[src/rtl/sc_tracker_pkg.sv]
package sc_tracker_pkg;
   typedef enum logic [1:0] {
      ST_OK      = 2'd0,
      ST_ORDER   = 2'd1,
      ST_RETIRED = 2'd2,
      ST_FULL    = 2'd3
   } sc_status_e;

   localparam logic OP_WRITE = 1'b0;
   localparam logic OP_ERASE = 1'b1;

   localparam int SCHEME_SHIFT = 0;
   localparam int SCHEME_FIXED = 1;
endpackage

[src/rtl/sc_kp_lookup.sv]
module sc_kp_lookup #(
   parameter int SCHEME  = 0,
   parameter int ERASE_W = 17,
   parameter int CNT_W   = 3
) (
   input  logic [ERASE_W-1:0] erase_cnt,
   output logic [CNT_W-1:0]   kp
);
   import sc_tracker_pkg::*;

   generate
      if (SCHEME == SCHEME_SHIFT) begin : g_shift
         localparam logic [ERASE_W-1:0] T1 = ERASE_W'(3200);
         localparam logic [ERASE_W-1:0] T2 = ERASE_W'(8500);
         localparam logic [ERASE_W-1:0] T3 = ERASE_W'(24200);
         always_comb begin
            if (erase_cnt <= T1)      kp = CNT_W'(4);
            else if (erase_cnt <= T2) kp = CNT_W'(3);
            else if (erase_cnt <= T3) kp = CNT_W'(2);
            else                      kp = CNT_W'(1);
         end
      end else if (SCHEME == SCHEME_FIXED) begin : g_fixed
         localparam logic [ERASE_W-1:0] T1 = ERASE_W'(6900);
         localparam logic [ERASE_W-1:0] T2 = ERASE_W'(22500);
         always_comb begin
            if (erase_cnt <= T1)      kp = CNT_W'(3);
            else if (erase_cnt <= T2) kp = CNT_W'(2);
            else                      kp = CNT_W'(1);
         end
      end else begin : g_bad
         $error("sc_kp_lookup: unknown SCHEME");
         assign kp = CNT_W'(1);
      end
   endgenerate
endmodule

[src/rtl/sc_block_store.sv]
module sc_block_store #(
   parameter int NUM_BLOCKS = 16,
   parameter int BLK_W      = 4,
   parameter int PAGE_W     = 7,
   parameter int CNT_W      = 3,
   parameter int ERASE_W    = 17
) (
   input  logic               clk,
   input  logic               rst_n,
   input  logic [BLK_W-1:0]   rd_blk,
   output logic [PAGE_W-1:0]  rd_page,
   output logic [CNT_W-1:0]   rd_count,
   output logic [ERASE_W-1:0] rd_erase,
   output logic               rd_retired,
   input  logic               wr_en,
   input  logic [BLK_W-1:0]   wr_blk,
   input  logic [PAGE_W-1:0]  wr_page,
   input  logic [CNT_W-1:0]   wr_count,
   input  logic [ERASE_W-1:0] wr_erase,
   input  logic               wr_retired
);
   logic [PAGE_W-1:0]  page_q    [NUM_BLOCKS];
   logic [CNT_W-1:0]   count_q   [NUM_BLOCKS];
   logic [ERASE_W-1:0] erase_q   [NUM_BLOCKS];
   logic               retired_q [NUM_BLOCKS];

   generate
      for (genvar b = 0; b < NUM_BLOCKS; b++) begin : g_blk
         always_ff @(posedge clk) begin
            if (!rst_n) begin
               page_q[b]    <= '0;
               count_q[b]   <= '0;
               erase_q[b]   <= '0;
               retired_q[b] <= 1'b0;
            end else if (wr_en && (wr_blk == BLK_W'(b))) begin
               page_q[b]    <= wr_page;
               count_q[b]   <= wr_count;
               erase_q[b]   <= wr_erase;
               retired_q[b] <= wr_retired;
            end
         end
      end
   endgenerate

   assign rd_page    = page_q[rd_blk];
   assign rd_count   = count_q[rd_blk];
   assign rd_erase   = erase_q[rd_blk];
   assign rd_retired = retired_q[rd_blk];
endmodule

[src/rtl/sc_cmd_decide.sv]
module sc_cmd_decide #(
   parameter int PAGES       = 128,
   parameter int PAGE_W      = 7,
   parameter int CNT_W       = 3,
   parameter int ERASE_W     = 17,
   parameter int ERASE_LIMIT = 100000
) (
   input  logic               op,
   input  logic [PAGE_W-1:0]  page,
   input  logic [PAGE_W-1:0]  cur_page,
   input  logic [CNT_W-1:0]   cur_count,
   input  logic [ERASE_W-1:0] cur_erase,
   input  logic               cur_retired,
   input  logic [CNT_W-1:0]   kp_cur,
   output logic [1:0]         status,
   output logic               upd_en,
   output logic [PAGE_W-1:0]  nx_page,
   output logic [CNT_W-1:0]   nx_count,
   output logic [ERASE_W-1:0] nx_erase,
   output logic               nx_retired,
   output logic [CNT_W-1:0]   wr_index
);
   import sc_tracker_pkg::*;

   localparam logic [PAGE_W-1:0]  LAST_PAGE = PAGE_W'(PAGES - 1);
   localparam logic [ERASE_W-1:0] LIMIT_V   = ERASE_W'(ERASE_LIMIT);

   logic [ERASE_W-1:0] erase_inc;
   assign erase_inc = cur_erase + ERASE_W'(1);

   always_comb begin
      status     = ST_OK;
      upd_en     = 1'b0;
      nx_page    = cur_page;
      nx_count   = cur_count;
      nx_erase   = cur_erase;
      nx_retired = cur_retired;
      wr_index   = cur_count;
      if (cur_retired) begin
         status = ST_RETIRED;
      end else if (op == OP_ERASE) begin
         upd_en     = 1'b1;
         nx_page    = '0;
         nx_count   = '0;
         nx_erase   = erase_inc;
         nx_retired = (erase_inc > LIMIT_V);
         wr_index   = '0;
      end else if (cur_count >= kp_cur) begin
         status = ST_FULL;
      end else if (page != cur_page) begin
         status = ST_ORDER;
      end else begin
         upd_en = 1'b1;
         if (page == LAST_PAGE) begin
            nx_page  = '0;
            nx_count = cur_count + CNT_W'(1);
         end else begin
            nx_page  = cur_page + PAGE_W'(1);
         end
      end
   end
endmodule

[src/rtl/sc_block_tracker.sv]
module sc_block_tracker #(
   parameter int NUM_BLOCKS  = 16,
   parameter int PAGES       = 128,
   parameter int SCHEME      = 0,
   parameter int ERASE_LIMIT = 100000,
   parameter int CNT_W       = 3,
   parameter int BLK_W       = $clog2(NUM_BLOCKS),
   parameter int PAGE_W      = $clog2(PAGES),
   parameter int ERASE_W     = $clog2(ERASE_LIMIT + 2)
) (
   input  logic               clk,
   input  logic               rst_n,
   input  logic               cmd_valid,
   input  logic               cmd_op,
   input  logic [BLK_W-1:0]   cmd_block,
   input  logic [PAGE_W-1:0]  cmd_page,
   output logic               rsp_valid,
   output logic [1:0]         rsp_status,
   output logic [CNT_W-1:0]   rsp_wr_index,
   output logic [ERASE_W-1:0] rsp_erase_cnt,
   output logic [CNT_W-1:0]   rsp_kp,
   output logic               rsp_need_erase
);
   import sc_tracker_pkg::*;

   localparam int KP_MAX = (SCHEME == SCHEME_SHIFT) ? 4 : 3;

   generate
      if (NUM_BLOCKS != (1 << BLK_W)) begin : g_chk_blk
         $error("NUM_BLOCKS must be a power of two");
      end
      if (PAGES != (1 << PAGE_W)) begin : g_chk_pg
         $error("PAGES must be a power of two");
      end
      if (KP_MAX >= (1 << CNT_W)) begin : g_chk_cnt
         $error("CNT_W too narrow for pass budget");
      end
   endgenerate

   logic [PAGE_W-1:0]  rd_page, nx_page;
   logic [CNT_W-1:0]   rd_count, nx_count, kp_cur, kp_new, wr_index;
   logic [ERASE_W-1:0] rd_erase, nx_erase;
   logic               rd_retired, nx_retired, upd_en;
   logic [1:0]         status;

   sc_block_store #(
      .NUM_BLOCKS(NUM_BLOCKS), .BLK_W(BLK_W), .PAGE_W(PAGE_W),
      .CNT_W(CNT_W), .ERASE_W(ERASE_W)
   ) u_store (
      .clk(clk), .rst_n(rst_n),
      .rd_blk(cmd_block), .rd_page(rd_page), .rd_count(rd_count),
      .rd_erase(rd_erase), .rd_retired(rd_retired),
      .wr_en(upd_en && cmd_valid), .wr_blk(cmd_block), .wr_page(nx_page),
      .wr_count(nx_count), .wr_erase(nx_erase), .wr_retired(nx_retired)
   );

   sc_kp_lookup #(.SCHEME(SCHEME), .ERASE_W(ERASE_W), .CNT_W(CNT_W))
      u_kp_cur (.erase_cnt(rd_erase), .kp(kp_cur));

   sc_kp_lookup #(.SCHEME(SCHEME), .ERASE_W(ERASE_W), .CNT_W(CNT_W))
      u_kp_new (.erase_cnt(nx_erase), .kp(kp_new));

   sc_cmd_decide #(
      .PAGES(PAGES), .PAGE_W(PAGE_W), .CNT_W(CNT_W),
      .ERASE_W(ERASE_W), .ERASE_LIMIT(ERASE_LIMIT)
   ) u_decide (
      .op(cmd_op), .page(cmd_page),
      .cur_page(rd_page), .cur_count(rd_count), .cur_erase(rd_erase),
      .cur_retired(rd_retired), .kp_cur(kp_cur),
      .status(status), .upd_en(upd_en),
      .nx_page(nx_page), .nx_count(nx_count), .nx_erase(nx_erase),
      .nx_retired(nx_retired), .wr_index(wr_index)
   );

   always_ff @(posedge clk) begin
      if (!rst_n) begin
         rsp_valid      <= 1'b0;
         rsp_status     <= '0;
         rsp_wr_index   <= '0;
         rsp_erase_cnt  <= '0;
         rsp_kp         <= CNT_W'(KP_MAX);
         rsp_need_erase <= 1'b0;
      end else begin
         rsp_valid <= cmd_valid;
         if (cmd_valid) begin
            rsp_status     <= status;
            rsp_wr_index   <= wr_index;
            rsp_erase_cnt  <= nx_erase;
            rsp_kp         <= kp_new;
            rsp_need_erase <= (nx_count >= kp_new) && !nx_retired;
         end
      end
   end

   // one response per command, one cycle later
   assert_rsp_follows_R11: assert property (@(posedge clk) disable iff (!rst_n)
      cmd_valid |=> rsp_valid);
   assert_idle_quiet_R11: assert property (@(posedge clk) disable iff (!rst_n)
      !cmd_valid |=> !rsp_valid);
   // stored pass count never exceeds the live budget
   assert_count_bound_R5: assert property (@(posedge clk) disable iff (!rst_n)
      cmd_valid |-> rd_count <= kp_cur);
   // retired blocks refuse everything
   assert_retired_refused_R9: assert property (@(posedge clk) disable iff (!rst_n)
      cmd_valid && rd_retired |=> rsp_status == ST_RETIRED);
   // budget does not grow across an erase
   assert_kp_nonincreasing_R7: assert property (@(posedge clk) disable iff (!rst_n)
      cmd_valid && cmd_op == OP_ERASE && !rd_retired |=> rsp_kp <= $past(kp_cur));
   // an accepted erase restarts the pass index
   assert_erase_clears_R6: assert property (@(posedge clk) disable iff (!rst_n)
      cmd_valid && cmd_op == OP_ERASE && !rd_retired |=>
      rsp_status == ST_OK && rsp_wr_index == '0);
endmodule

[config.mk]
export PLATFORM = sky130hd
export DESIGN_NAME = sc_block_tracker
export DESIGN_NICKNAME = d
export VERILOG_FILES = /design/src/rtl/sc_tracker_pkg.sv /design/src/rtl/sc_kp_lookup.sv /design/src/rtl/sc_block_store.sv /design/src/rtl/sc_cmd_decide.sv /design/src/rtl/sc_block_tracker.sv
export SDC_FILE = /design/constraint.sdc
export NUM_CORES = 1
export LEC_CHECK = 0
export BUFFER_PORTS_ARGS = -buffer_cell sky130_fd_sc_hd__clkbuf_2
export CAP_MARGIN = 20
export CELL_PAD_IN_SITES_DETAIL_PLACEMENT = 1
export CELL_PAD_IN_SITES_GLOBAL_PLACEMENT = 1
export CORE_MARGIN = 3
export CORE_UTILIZATION = 35
export DETAILED_ROUTE_END_ITERATION = 12
export GPL_TIMING_DRIVEN = 0
export PLACE_DENSITY_LB_ADDON = 0.1
export RECOVER_POWER = 50
export SKIP_LAST_GASP = 1
export SLEW_MARGIN = 20
export SYNTH_ARGS = -nofsm -noshare
export SYNTH_HDL_FRONTEND = slang
export SYNTH_HIERARCHICAL = 1
export SYNTH_SLANG_ARGS = --single-unit
[constraint.sdc]
create_clock -name clk -period 7.8 [get_ports clk]
set_input_delay 0.39 -clock clk [delete_from_list [all_inputs] [get_ports clk]]
set_output_delay 0.39 -clock clk [all_outputs]
set_load 0.05 [all_outputs]
Word level (Yosys, flattened, before mapping)
Memories as Yosys holds them, arrays and structs flattened.
Cells that the tools add are included.
- bitwise gates (word level): 64
- magnitude comparators: 9
- equal/unequal tests: 17
- multiplexer cells: 143
- reduce and logical (&&, ||, !) cells: 20
- $add $sub $neg: 3
- operator list (operator ; count):
    17-bit 2-to-1 mux ; 18
    7-bit 2-to-1 mux ; 21
    3-bit 2-to-1 mux ; 27
    1-bit 2-to-1 mux ; 72
    1-bit OR ; 64
    17-bit by 12-bit <= comparator with 1-bit output, second input constant ; 2
    17-bit by 14-bit <= comparator with 1-bit output, second input constant ; 2
    17-bit by 15-bit <= comparator with 1-bit output, second input constant ; 2
    4-bit == test, second input constant ; 8
    1-bit logical AND ; 18
    17-bit by 1-bit adder with 17-bit output, second input constant ; 1
    17-bit > comparator, second input constant ; 1
    4-bit by 3-bit == test with 1-bit output, second input constant ; 4
    2-bit 2-to-1 mux ; 5
    4-bit by 2-bit == test with 1-bit output, second input constant ; 2
    7-bit by 1-bit adder with 7-bit output, second input constant ; 1
    7-bit == test, second input constant ; 1
    7-bit != test ; 1
    3-bit greater-or-equal comparator ; 2
    4-bit by 1-bit == test with 1-bit output, second input constant ; 1
    4-bit zero test ; 1
    3-bit by 1-bit adder with 3-bit output, second input constant ; 1
    1-bit zero test ; 1
- input port bits: 15
- memories: 4
- output and inout bits: 27
- logic and storage cells: 266
- flip-flop bits (word level): 27
- bits in writable memories: 448
- memories (name ; words ; bits a word ; read ports ; clocked after memory_dff ; wr ports ; line ; source):
    u_store.erase_q ; 16 ; 17 ; 1 ; 0 ; 16 ; sc_block_store.sv:24 ; logic [ERASE_W-1:0] erase_q [NUM_BLOCKS];
    u_store.page_q ; 16 ; 7 ; 1 ; 0 ; 16 ; sc_block_store.sv:22 ; logic [PAGE_W-1:0] page_q [NUM_BLOCKS];
    u_store.count_q ; 16 ; 3 ; 1 ; 0 ; 16 ; sc_block_store.sv:23 ; logic [CNT_W-1:0] count_q [NUM_BLOCKS];
    u_store.retired_q ; 16 ; 1 ; 1 ; 0 ; 16 ; sc_block_store.sv:25 ; logic retired_q [NUM_BLOCKS];

Depth between registers and ports, before layout
An unclocked memory read counts as a cell.
- word-level depth: 15
- depth in mapped cells: 26
- depth with buffers taken out: 20

Modules after synthesis
The synthesis kept the hierarchy.
- modules (own cells, without submodules) (module ; area each (um2) ; instances ; seq. area each (um2) ; cells an instance):
    sc_block_store ; 20283.2 ; 1 ; 13442.9 ; 1248
    sc_cmd_decide ; 1312.5 ; 1 ; 0.0 ; 188
    sc_block_tracker ; 1092.3 ; 1 ; 540.5 ; 97
    sc_kp_lookup at u_kp_cur ; 185.2 ; 1 ; 0.0 ; 26
    sc_kp_lookup at u_kp_new ; 166.4 ; 1 ; 0.0 ; 26

Worst setup path after synthesis
No wires, ideal clock.
- path kind: input -> register
- from: input port cmd_block[0]
- to: memory u_store.count_q[0][0] (enable)
- stages on the path: 21
- data required time: 7348 ps
- path slack: 978 ps
- library setup time: 452 ps
- arrival: 6370 ps
- buffers on the path: 4
- cells stage by stage: buf_6 -> buf_2 -> mux4_2 -> a22oi_1 -> nand2_1 -> nor3_1 -> nand4_1 -> o31a_1 -> nor4_4 -> inv_1 -> ha_1 -> a21o_1 -> a31oi_2 -> and3_1 -> buf_6 -> o21ai_2 -> inv_1 -> and2_1 -> buf_2 -> or3b_1 -> o21ai_0
- RTL lines (element ; line ; source):
    start: declaration ; sc_block_tracker.sv:15 ; input logic [BLK_W-1:0] cmd_block,
    end: declaration ; sc_block_store.sv:23 ;

==> reports/metrics.cfg <==
[outcome]
outcome=finished, violations left
failed_checks=capacitance limit, slew limit

[sta]
tightest_slew_ns=1.620
relSlewSlack_pct=-8.782
fmax_ghz=0.1346
rsz0062_at_grt=no
period_minus_slack_ns=7.431
drv_slew=11
finClkSkew_ns=0.02489
min_period_over_period_pct=95.27
finalHoldViolCount=0
hold_ws_ns=0.1642
fin_setup_tns_ns=0
setup_viol=0

[route]
drc=0
wl_met1_um=31950
highest_layer=met4
drt_first_pass_iters=5
drtAntennaViolNets=0
wl_per_cell_um=27.75
route.met3.wl_um=3211
vias=13968
wl_met2_um=35030
vias_per_cell=5.372
routed_wl_um=72140
drtIter0Drc=992

[pwr]
power.switching_mw=1.561
power_density_nw_per_um2=229.9
swShare_pct=25.73
fin_total_pwr_mw=6.069
pwr-share-comb_pct=12.2
internal_power_mw=4.508
seq_power_share_pct=47.9
pwr-share-clk_pct=39.9
ir_drop_mv=0.1418
power_leakage_nw=9.529

[synthesis]
synthFlopType=edfxtp_1
yosysTopAreaCell=edfxtp_1
syn-num-nets=1609
ys_warn_count=6
syn-cell-area_um2=23040
yosys.area.top_type_share_pct=58.26
synth_common_cells=edfxtp_1 (447), and2_1 (437), mux4_2 (86)
synth_edf_count=447
synth_cell_types=85
yosysSeqAreaShare_pct=60.69
syn_avg_cell_area_um2=14.54
yosysMostFrequentCell=edfxtp_1
ys_ff_latch=475
async_reset_ff_share_pct=0
synth.area.top_cells=edfxtp_1 (58%), and2_1 (12%), mux4_2 (8.4%), mux4_1 (3.0%), dfxtp_1 (2.4%)
synthCells=1585

[cts]
cts_root_buffer=clkbuf_16
clkTransAtPathRegs_ns=0.06
ctsResizeCount=0
cts_buffers=52
cts_tree=done
numClockSinks=475
clk_latency_ns=0.60
clockBufferDepth=3
post_cts_buffers=0
htree_num_levels=2
cts_hold_buffers=0

[global_route]
track_usage_pct=20.88
overflow=0
grt_max_degree=19
first_global_vias=14962
grt_pass1_wl_um=105500
antenna_found_initial=2

[place]
dpl.hpwl_um=51990
placed_area_um2=25110
port_buffers=40
routabilityCongestion=0.8018

[floorplanning]
dieArea_um2=68940
initial_utilization_pct=35.55
rows=93
io_pins=42
die_h_um=262.6
die_w_um=262.6
core_um2=64810

[critical_path]
critPathCaptureType=register
crit_arrival_ns=7.67
worstSetupPathType=input port to register
crit_required_ns=8.04
crit_path_max_fanout=12
start_kind=input port

[finish]
drive_gt1_share_pct=16.98
nets=1730
stdcell_area_um2=26400
syn_to_final_growth_pct=14.60
fillerInstances=6509

[flow_run]
drv_cap=1

[hold_path]
min_path_type=input port to register

[cell type report]
| cell class | instances | area (µm²) | area share (%) |
|---|---|---|---|
| plain buffers | 124 | 690.7 | 2.616 |
| inverters | 18 | 67.56 | 0.2559 |
| repair buffers | 67 | 579.3 | 2.194 |
| diodes | 2 | 5.005 | 0.01895 |
| clock buffers | 63 | 1364 | 5.165 |
| clock inverters | 28 | 265.3 | 1.005 |
| multi-input cells | 968 | 8379 | 31.73 |
| well taps | 855 | 1070 | 4.052 |
| flip-flops and latches | 475 | 13980 | 52.96 |
[critical path, stage by stage]
cell      delay [ns]
clkbuf_2        0.21
buf_2           0.43
clkbuf_1        0.71
mux4_2          0.42
a22oi_1         0.49
nand2_1         0.42
or3_2           0.62
a211o_1         0.29
a21oi_1         0.19
ha_1            0.25
nand2b_1        0.15
a31oi_2         0.34
and3_1          0.23
buf_6           0.14
o21ai_2         0.07
inv_1           0.07
and2_0          0.25
buf_2           0.30
nand2_1         0.26
o31ai_2         0.88
clkbuf_2        0.49
[path summary, 6_finish.rpt]
check | from | endpoint | slack [ns] | depth (start not counted)
setup reg to reg | u_store/erase_q[8][15]$_SDFFCE_PN0P_ | u_store/erase_q[9][1]$_SDFFCE_PN0P_ | 1.12 | 18
hold / removal | cmd_valid | rsp_status[1]$_SDFFE_PN0P_ | 0.16 | 3
setup / recovery | cmd_block[1] | u_store/erase_q[9][1]$_SDFFCE_PN0P_ | 0.37 | 21
hold reg to reg | rsp_kp[2]$_SDFFE_PN1P_ | rsp_kp[2]$_SDFFE_PN1P_ | 0.49 | 2
[metal layers]
metal	up-vias	GRT usage, %
li1	6195	-
met1	7403	27.83
met2	279	35.24
met3	91	3.801
met4	0	5.439
met5	-	0
[power groups by stage]
stage	clock network, mW	registers, mW	logic [mW]
global route	2.59	2.92	0.794
floorplan	0	3.00	0.399
detailed placement	0	2.96	0.765
global placement	0	2.98	0.700
finish	2.42	2.91	0.740
CTS	2.49	2.91	0.767
[flip-flops by register name, summed over array words and instances (netlist names), 2 cells and up]
name	flops
u_store/page_q	112
u_store/count_q	48
rsp_erase_cnt	17
u_store/erase_q	272
rsp_wr_index	3
rsp_kp	3
rsp_status	2
u_store/retired_q	16
[logic make-up (layout without fill, tap and decap cells)]
| family | count (synthesis) | count (layout) | share of synthesized area [%] |
|---|---|---|---|
| adders and majority gates | 9 | 9 | 0.4888 |
| AOI/OAI and AO/OA | 138 | 138 | 4.355 |
| and+or+nand+nor | 657 | 657 | 17.63 |
| DFF | 475 | 475 | 60.69 |
| buffers and inverters | 142 | 300 | 3.296 |
| other | 0 | 2 | 0 |
| xor gates and xnor gates | 24 | 24 | 0.9450 |
| muxes | 140 | 140 | 12.59 |
[through the flow]
stage	setup WS, ns	utilization, %	cells
3_5_place_dp	-0.1553	38.74	2507
2_1_floorplan	0.9784	-	1585
3_3_place_gp	-3.485	37.51	2480
4_1_cts	0.4445	41.26	2598
5_1_grt	0.04290	40.73	2598
6_report	0.3686	40.74	2600
[cell usage in the layout (no fill, tap or decap), types with 10 or more instances in the layout]
cell       netlist  final
dfxtp_1         28     28
buf_6            4     12
mux4_2          86     86
buf_16           0     10
nand2_1         52     52
nor3_1          24     25
inv_1           18     18
a21oi_1          9     10
clkbuf_16        0     53
edfxtp_1       447    447
nand3_1         12     12
nor2_1          17     21
xnor2_1         14     13
mux4_1          26     26
clkbuf_2         1     28
buf_2           35     28
mux2i_1         27     27
clkinv_1         0     11
nor2b_1         30     31
and2_1         437    337
o21ai_2          2     10
nand4_1         13     13
and2_0           0    100
clkbuf_1        62    101
a22oi_1         57     57
(Power assumes the default switching activity.)
